$ cat src/rtl/dbnc_pkg.sv
`timescale 1ns/1ps
package dbnc_pkg;

  typedef enum logic [1:0] {
    DB_BYPASS    = 2'd0,
    DB_KEEP_LOW  = 2'd1,
    DB_KEEP_HIGH = 2'd2,
    DB_FULL      = 2'd3
  } dbMode_e;

  // Strobes from the timing control to the filter datapath
  typedef struct packed {
    logic clear;     // timing cleared this cycle
    logic unitTick;  // one timing step completed
    logic commit;    // programmed hold time reached
  } dbStrobe_t;

endpackage

$ cat src/rtl/dbnc_sync.sv
`timescale 1ns/1ps
module dbnc_sync #(
  parameter int STAGES = 2
) (
  input  logic clk,
  input  logic rstN,
  input  logic dIn,
  output logic dOut
);
  logic [STAGES-1:0] chain;

  generate
    for (genvar s = 0; s < STAGES; s++) begin : g_stage
      if (s == 0) begin : g_first
        always_ff @(posedge clk or negedge rstN)
          if (!rstN) chain[0] <= 1'b0;
          else       chain[0] <= dIn;
      end else begin : g_next
        always_ff @(posedge clk or negedge rstN)
          if (!rstN) chain[s] <= 1'b0;
          else       chain[s] <= chain[s-1];
      end
    end
  endgenerate

  assign dOut = chain[STAGES-1];
endmodule

$ cat src/rtl/dbnc_ctrl.sv
`timescale 1ns/1ps
module dbnc_ctrl
  import dbnc_pkg::*;
#(
  parameter int UNIT_A = 2,
  parameter int UNIT_B = 8,
  parameter int UNIT_C = 512,
  parameter int UNIT_D = 2048,
  parameter int CNT_W  = 4
) (
  input  logic             clk,
  input  logic             rstN,
  input  logic             rtcTick,
  input  logic [1:0]       cfgMode,
  input  logic             cfgLarge,
  input  logic             cfgUnit,
  input  logic [CNT_W-1:0] cfgCount,
  input  logic             pending,
  output dbStrobe_t        strobe
);
  localparam int PRE_W = $clog2(UNIT_D);
  localparam int CFG_W = 2 + 2 + CNT_W;

  logic [CFG_W-1:0] cfgWord, cfgQ;
  logic [PRE_W-1:0] preCnt, unitLast;
  logic [CNT_W-1:0] stepCnt, stepLast;
  logic             cfgChanged, preWrap;

  assign cfgWord    = {cfgMode, cfgLarge, cfgUnit, cfgCount};
  assign cfgChanged = (cfgWord != cfgQ);

  always_comb begin
    unique case ({cfgLarge, cfgUnit})
      2'b00:   unitLast = PRE_W'(UNIT_A - 1);
      2'b01:   unitLast = PRE_W'(UNIT_B - 1);
      2'b10:   unitLast = PRE_W'(UNIT_C - 1);
      default: unitLast = PRE_W'(UNIT_D - 1);
    endcase
  end

  // A zero count is treated as one step
  assign stepLast = (cfgCount == '0) ? '0 : cfgCount - 1'b1;
  assign preWrap  = rtcTick && (preCnt == unitLast);

  always_comb begin
    strobe.clear    = cfgChanged || !pending;
    strobe.unitTick = !strobe.clear && preWrap;
    strobe.commit   = strobe.unitTick && (stepCnt == stepLast);
  end

  always_ff @(posedge clk or negedge rstN) begin
    if (!rstN) begin
      cfgQ    <= '0;
      preCnt  <= '0;
      stepCnt <= '0;
    end else begin
      cfgQ <= cfgWord;
      if (strobe.clear) begin
        preCnt  <= '0;
        stepCnt <= '0;
      end else begin
        if (rtcTick) preCnt <= preWrap ? '0 : preCnt + 1'b1;
        if (strobe.unitTick) stepCnt <= strobe.commit ? '0 : stepCnt + 1'b1;
      end
    end
  end
endmodule

$ cat src/rtl/dbnc_datapath.sv
`timescale 1ns/1ps
module dbnc_datapath
  import dbnc_pkg::*;
(
  input  logic      clk,
  input  logic      rstN,
  input  logic      pinSync,
  input  logic [1:0] cfgMode,
  input  dbStrobe_t strobe,
  output logic      pending,
  output logic      pinFiltered
);
  dbMode_e mode;
  logic    level;

  assign mode = dbMode_e'(cfgMode);

  always_comb begin
    unique case (mode)
      DB_BYPASS: begin
        pending     = 1'b0;
        pinFiltered = pinSync;
      end
      DB_KEEP_LOW: begin
        pending     = pinSync & ~level;
        pinFiltered = pinSync & level;
      end
      DB_KEEP_HIGH: begin
        pending     = ~pinSync & level;
        pinFiltered = pinSync | level;
      end
      default: begin
        pending     = pinSync ^ level;
        pinFiltered = level;
      end
    endcase
  end

  always_ff @(posedge clk or negedge rstN) begin
    if (!rstN) begin
      level <= 1'b0;
    end else begin
      unique case (mode)
        DB_BYPASS: level <= pinSync;
        DB_KEEP_LOW: begin
          if (!pinSync)           level <= 1'b0;
          else if (strobe.commit) level <= 1'b1;
        end
        DB_KEEP_HIGH: begin
          if (pinSync)            level <= 1'b1;
          else if (strobe.commit) level <= 1'b0;
        end
        default: if (strobe.commit) level <= pinSync;
      endcase
    end
  end
endmodule

$ cat src/rtl/gpio_debounce.sv
`timescale 1ns/1ps
module gpio_debounce
  import dbnc_pkg::*;
#(
  parameter int SYNC_STAGES = 2,
  parameter int UNIT_A      = 2,
  parameter int UNIT_B      = 8,
  parameter int UNIT_C      = 512,
  parameter int UNIT_D      = 2048,
  parameter int CNT_W       = 4
) (
  input  logic             clk,
  input  logic             rstN,
  input  logic             rtcTick,
  input  logic             pinRaw,
  input  logic [1:0]       cfgMode,
  input  logic             cfgLarge,
  input  logic             cfgUnit,
  input  logic [CNT_W-1:0] cfgCount,
  output logic             pinSync,
  output logic             pinFiltered
);
  dbStrobe_t strobe;
  logic      pending;

  dbnc_sync #(.STAGES(SYNC_STAGES)) u_sync (
    .clk(clk), .rstN(rstN), .dIn(pinRaw), .dOut(pinSync)
  );

  dbnc_ctrl #(
    .UNIT_A(UNIT_A), .UNIT_B(UNIT_B), .UNIT_C(UNIT_C), .UNIT_D(UNIT_D),
    .CNT_W(CNT_W)
  ) u_ctrl (
    .clk(clk), .rstN(rstN), .rtcTick(rtcTick), .cfgMode(cfgMode),
    .cfgLarge(cfgLarge), .cfgUnit(cfgUnit), .cfgCount(cfgCount),
    .pending(pending), .strobe(strobe)
  );

  dbnc_datapath u_dp (
    .clk(clk), .rstN(rstN), .pinSync(pinSync), .cfgMode(cfgMode),
    .strobe(strobe), .pending(pending), .pinFiltered(pinFiltered)
  );
endmodule

$ cat config.mk
export PLATFORM = sky130hd
export DESIGN_NAME = gpio_debounce
export DESIGN_NICKNAME = d
export VERILOG_FILES = /design/src/rtl/dbnc_pkg.sv /design/src/rtl/dbnc_sync.sv /design/src/rtl/dbnc_ctrl.sv /design/src/rtl/dbnc_datapath.sv /design/src/rtl/gpio_debounce.sv
export SDC_FILE = /design/constraint.sdc
export NUM_CORES = 1
export LEC_CHECK = 0
export BUFFER_PORTS_ARGS = -buffer_cell sky130_fd_sc_hd__buf_2
export CORE_AREA = 2 2 82 84
export CTS_BUF_LIST = sky130_fd_sc_hd__clkbuf_16
export DETAILED_ROUTE_END_ITERATION = 6
export DIE_AREA = 0 0 84 86
export PLACE_DENSITY = 0.44
export SYNTH_ARGS = -nofsm -noshare
export SYNTH_HDL_FRONTEND = slang
export SYNTH_SLANG_ARGS = --single-unit
$ cat constraint.sdc
create_clock -name clk -period 2.35 [get_ports clk]
set_clock_uncertainty 0.05 [all_clocks]
set_input_delay 0.3525 -clock clk [delete_from_list [all_inputs] [get_ports clk]]
set_output_delay 0.3525 -clock clk [all_outputs]
set_load 0.01 [all_outputs]
# Yosys cells after proc, flatten, opt, wreduce, memory -nomap -nowiden
# Cells that the tools add are included.
[word_totals]
output_inout_bits = 2
inputBits = 12
word_cells = 54
ff_bits = 26
[op_classes]
bitwise = 7
mux = 16
n_reduce_logical = 13
n_eq_ne = 9
n_addsub = 3
[ops]
columns = ["cell", "count"]
rows = [
  ["$mux 11", 3],
  ["$pmux 11 s3", 1],
  ["$mux 4", 4],
  ["$add 11x1->11 const B", 1],
  ["$eq 11x11->1", 1],
  ["$pmux 1 s3", 3],
  ["$ne 8x8->1", 1],
  ["$ne 3x3->1 const B", 2],
  ["$mux 1", 5],
  ["$add 4x1->4 const B", 1],
  ["$eq 2x1->1 const B", 2],
  ["$eq 2x2->1 const B", 2],
  ["$eq 4x4->1", 1],
  ["$logic_not 2->1", 2],
  ["$logic_not 4->1", 1],
  ["$reduce_bool 2->1", 2],
  ["$reduce_bool 4->1", 1],
  ["$sub 4x1->4 const B", 1],
  ["$and 1x1->1", 3],
  ["$logic_and 1x1->1", 3],
  ["$reduce_and 3->1", 1],
  ["$logic_not 1->1", 2],
  ["$not 1->1", 2],
  ["$logic_or 1x1->1", 1],
  ["other kinds (2)", 2],
]

# Depth between registers and ports, before layout
[depth]
depth_word = 11
ltp_mapped = 9
mapped_depth_nobuf = 7

# Modules after synthesis
# A second synthesis with hierarchy kept.
[unflattened]
cells_unflattened = 153
hier_area_um2 = 1524.0
[modules_own_cells]
columns = ["mod", "n_inst", "area_each_um2", "seq_area_each_um2", "cells_per_inst"]
rows = [
  ["dbnc_ctrl", 1, 1320.0, 575.6, 134],
  ["dbnc_datapath", 1, 153.9, 25.0, 17],
  ["dbnc_sync", 1, 50.0, 50.0, 2],
]

# Worst setup path before layout
# OpenSTA, ideal clock, no wires.
[synth_timing]
path_kind = "reg2reg"
start = "reg u_sync.chain[1], in the netlist u_sync.dOut"
end = "reg u_dp.level"
synth_period_minus_slack_ps = 2070
arrival_time_ps = 1940
t_required_ps = 2221
setup_ps = 79
path_slack_ps = 280
path_stages_with_launch = 8
path_buffers = 0
path_cell_list = "dfrtp_1 -> inv_1 -> ha_1 -> inv_1 -> a2111oi_4 -> inv_2 -> o31ai_1 -> mux2i_1"
[synth_via]
elab_chain_len = 10
elab_cells_between_ends = 18
classes_between = "eq/ne: 2; mux: 5; bitwise: 4; reduce/logical: 7"
[synth_rtl]
columns = ["element", "line", "text"]
rows = [
  ["start: declaration", "dbnc_sync.sv:10", "logic [STAGES-1:0] chain;"],
  ["start signal: indexed assignment", "dbnc_sync.sv:21", "else chain[s] <= chain[s-1];"],
  ["$not 1->1", "dbnc_datapath.sv:29", "pending = ~pinSync & level;"],
  ["$and 1x1->1", "dbnc_datapath.sv:29", ""],
  ["$pmux 1 s3", "dbnc_datapath.sv:19", "unique case (mode)"],
  ["$logic_not 1->1", "dbnc_ctrl.sv:46", "strobe.clear = cfgChanged || !pending;"],
  ["$logic_or 1x1->1", "dbnc_ctrl.sv:46", ""],
  ["$logic_not 1->1", "dbnc_ctrl.sv:47", "strobe.unitTick = !strobe.clear && preWrap;"],
  ["$logic_and 1x1->1", "dbnc_ctrl.sv:47", ""],
  ["$logic_and 1x1->1", "dbnc_ctrl.sv:48", "strobe.commit = strobe.unitTick && (stepCnt == stepLast);"],
  ["$ne 3x3->1 (no source line) or $reduce_bool 4->1 (tied branches)", "n/a", ""],
  ["$reduce_and 3->1 (no source line)", "n/a", ""],
  ["end signal: assignment", "dbnc_datapath.sv:44", "DB_BYPASS: level <= pinSync;"],
  ["end signal: assignment", "dbnc_datapath.sv:53", "default: if (strobe.commit) level <= pinSync;"],
  ["end: declaration", "dbnc_datapath.sv:14", "logic level;"],
]
# Several ways; a longest one is shown, not always the timed one. The select of a mux whose other input is x is not followed.
# A chain may end at the register's enable or synchronous reset.

# Worst setup path in the final report
# Ends and elaborated chain as after synthesis.

==> flow_metrics.tcl <==
set metrics [dict create \
    status "complete, no violations" \
    min_period_ps 2101 \
    h-tree-depth 1 \
    cp-end-kind "flip-flop" \
    synth.area.mux_share_pct 1.925 \
    ys_ff_latch 26 \
    drv_cap 0 \
    die_h_um 86 \
    grt_usage_pct 9.410 \
    clock-sinks 26 \
    cts.clk_slew.worst_paths_ps 70 \
    cp_common_cell "inv_1" \
    antenna_cells 0 \
    yosysSeqAreaShare_pct 41.70 \
    cpLargestDelayFamily "compound AO/OA/AOI/OAI gates" \
    synth_compound_area_share_pct 11.87 \
    coreArea_mm2 0.006277 \
    cellPowerDensity_mw_per_mm2 584.5 \
    setup_ws_ps 248.8 \
    p_int_mw 0.8418 \
    path_max_fanout 8 \
    finalCritPeriodShare_pct 89.41 \
    cp_cell_sequence "inv_1, ha_1, inv_1, a2111oi_4, inv_2, o31ai_2, mux2i_1" \
    netSwitchingPower_mw 0.2318 \
    io_buffers 13 \
    crit_slowest_cell "a2111oi_4" \
    synth_nets 183 \
    dieArea_mm2 0.007224 \
    setup_viol 0 \
    chipWidth_um 84 \
    avgViaCountPerCell 4.569 \
    cts-root-buf "clkbuf_16" \
    cp_num_buf_inv 3 \
    rows 29 \
    wirelength_um 3180 \
    ant_nets 0 \
    vias 1165 \
    drv_slew 0 \
    nets 201 \
    p_seq_share_pct 43.4 \
    pwr-share-comb_pct 10.1 \
    grt_pass1_vias 1145 \
    synthSimpleGateAreaFrac_pct 20.37 \
    cts_tree "built" \
    max-vdd-ir-drop_mv 0.5232 \
    swShare_pct 21.59 \
    rsz0062_at_grt "false" \
    synth_top_family_by_area "simple AND/OR/NAND/NOR gates" \
    first_pass_iters 4 \
    slew_headroom_pct 59.32 \
    drive_gt1_share_pct 15.73 \
    synth_cell_types 37 \
    drcViolationCount 0 \
    min_path_type "input port to asynchronous set/reset pin" \
    grt_max_degree 27 \
    avgSynthCellArea_um2 9.691 \
    clockBufferDepth 2 \
    fill_cells 649 \
    required_ps 2490 \
    synth_fa_ha_area_share_pct 8.019 \
    start_kind "flip-flop" \
    grt_overflow 0 \
    synth-xor-area-share_pct 10.67 \
    p_leak_nw 0.7797 \
    cp.depth 7 \
    hold_slack_ps 39.95 \
    place.gp.congestion 0.7642 \
    finalHoldViolations 0 \
    antenna_found_initial 0 \
    synth_cells 161 \
    clk_latency_ps 270 \
    tightest_slew_ps 610.2 \
    area_delta_synth_final_pct 17.72 \
    r2r_cells 7 \
    cts_made_buffers 3 \
    slowest_delay_ps 500 \
    finalSetupTns_ps 0 \
    syn_area_mm2 0.001560 \
    ys_warn_count 0 \
    io_pins 14 \
    avgRoutedWirePerCell_um 12.47 \
    cp.arrival_ps 2240 \
    drt_iter0_drc 72 \
    crit_type "flip-flop to flip-flop" \
    clockPowerShare_pct 46.4 \
    fmax_ghz 0.4759 \
    dp_worst_setup_slack_ps 87.01 \
    dp_hpwl_um 2336 \
    grt_pass1_wl_um 5533 \
    start_util_pct 24.86 \
]
worst reg2reg max path: stages, from the launching register on:
cell       delay [ps]
dfrtp_1           440
inv_1             110
ha_1              290
inv_1              50
a2111oi_4         500
inv_2              80
o31ai_2           290
mux2i_1           210
metal layers:
| metal | global-route usage, % | vias to the layer above | routed length (um) |
|---|---|---|---|
| met4 | 2.639 | 0 | 27 |
| li1 | - | 597 | - |
| met5 | 0 | - | 0 |
| met3 | 2.406 | 2 | 104 |
| met2 | 14.98 | 14 | 1383 |
| met1 | 12.71 | 552 | 1665 |
metrics by stage:
step | power, mW | utilization, % | instance area (um2) | instances
CTS | 1.091 | 29.06 | 1824 | 254
global route | 1.125 | 29.26 | 1837 | 255
detailed placement | 0.5852 | 27.39 | 1719 | 250
finish | 1.074 | 29.26 | 1837 | 255
global placement | 0.5855 | 27.39 | 1719 | 250
floorplan | 0.5418 | - | 1560 | 161
flip-flops by register name (all words and copies together), names as in the netlist:
name / count
u_ctrl.cfgQ: 8
u_ctrl.preCnt: 11
u_ctrl.stepCnt: 4
u_dp.level: 1
u_sync.chain: 1
u_sync.dOut: 1
kinds of logic (layout without fill, tap and decap cells):
kind of cell	after synthesis	count (layout)
and+or+nand+nor	61	61
DFF	26	26
AOI/OAI and AO/OA	24	24
xor gates and xnor gates	19	19
buffers and inverters	18	35
adders and majority gates	10	10
muxes	3	3
worst paths after layout:
check	slack, ps	to	from
min reg2reg	310	u_sync.dOut	u_sync.chain[0]
max reg2reg	250	u_dp.level	u_sync.dOut
min in group clk	150	u_sync.chain[0]	pinRaw
max	250	u_dp.level	u_sync.dOut
max in group asynchronous	1800	u_ctrl.cfgQ[7]	rstN
min	40	u_ctrl.preCnt[3]	rstN
Yosys cell counts:
cell       instances  area share, %
nor4_1             3            1.2
nor3_2             1           0.64
a21oi_1            8            2.6
nor3b_2            1           0.80
a222oi_1           1           0.64
inv_2              1           0.24
o21a_1             1           0.48
o211ai_1           2           0.96
nand4_1            6            2.4
nand3_1           14            4.5
o41ai_1            1           0.56
o21ai_0            2           0.64
and4_1             1           0.56
nand2b_1           3            1.2
a211oi_1           2           0.96
dfrtp_1           26             42
a2111o_1           1           0.72
inv_1             11            2.6
nand2_1           12            2.9
a2111oi_4          1            1.8
nor2_1            10            2.4
nand3b_1           1           0.48
nor3_1             4            1.3
and3_1             2           0.80
ha_1              10            8.0
o31ai_1            2           0.96
a221oi_1           1           0.56
xnor2_1           11            6.2
clkbuf_1           1           0.24
a31oi_1            1           0.40
buf_2              2           0.64
buf_4              2           0.96
buf_6              1           0.72
nor2b_1            3            1.2
xor2_1             8            4.5
mux2i_1            3            1.9
a311o_1            1           0.64
cell usage in the layout (no fill, tap or decap), drive strengths merged:
| cell type | n |
|---|---|
| nand4 | 6 |
| nor2 | 10 |
| nand3 | 14 |
| a21oi | 8 |
| a311o | 1 |
| o41ai | 1 |
| nor3 | 5 |
| nor2b | 3 |
| nand2 | 12 |
| o21a | 1 |
| a2111o | 1 |
| inv | 12 |
| nand2b | 3 |
| o211ai | 2 |
| a211oi | 2 |
| ha | 10 |
| bufinv | 1 |
| nor3b | 1 |
| clkbuf | 3 |
| xor2 | 8 |
| dfrtp | 26 |
| buf | 19 |
| a222oi | 1 |
| o31ai | 2 |
| and4 | 1 |
| o21ai | 2 |
| nand3b | 1 |
| xnor2 | 11 |
| a31oi | 1 |
| a221oi | 1 |
| nor4 | 3 |
| and3 | 2 |
| a2111oi | 1 |
| mux2i | 3 |
timing repair:
action / 4_1_cts / 5_1_grt
endpoints found under the hold margin: 0 / 0
resized for setup: 0 / 1
buffers inserted: 0 / 1
endpoints found under the setup margin: 0 / 1
hold buffers: 0 / 0
power by group through the flow:
stage / clock network, mW / registers [mW] / logic [mW]
floorplan: 0 / 0.474 / 0.0675
global placement: 0 / 0.475 / 0.111
detailed placement: 0 / 0.475 / 0.110
CTS: 0.514 / 0.466 / 0.111
global route: 0.533 / 0.467 / 0.124
finish: 0.499 / 0.466 / 0.109
layout make-up:
type,count,area (um2),area share [%]
tap,77,96.34,5.245
clock inverter,1,30.03,1.635
clock buffer,3,75.07,4.087
timing repair buffer,19,110.1,5.995
inverter,12,45.04,2.452
sequential,26,650.6,35.42
multi-input combinational,117,829.5,45.16
Power figures use the tool's default switching activity.
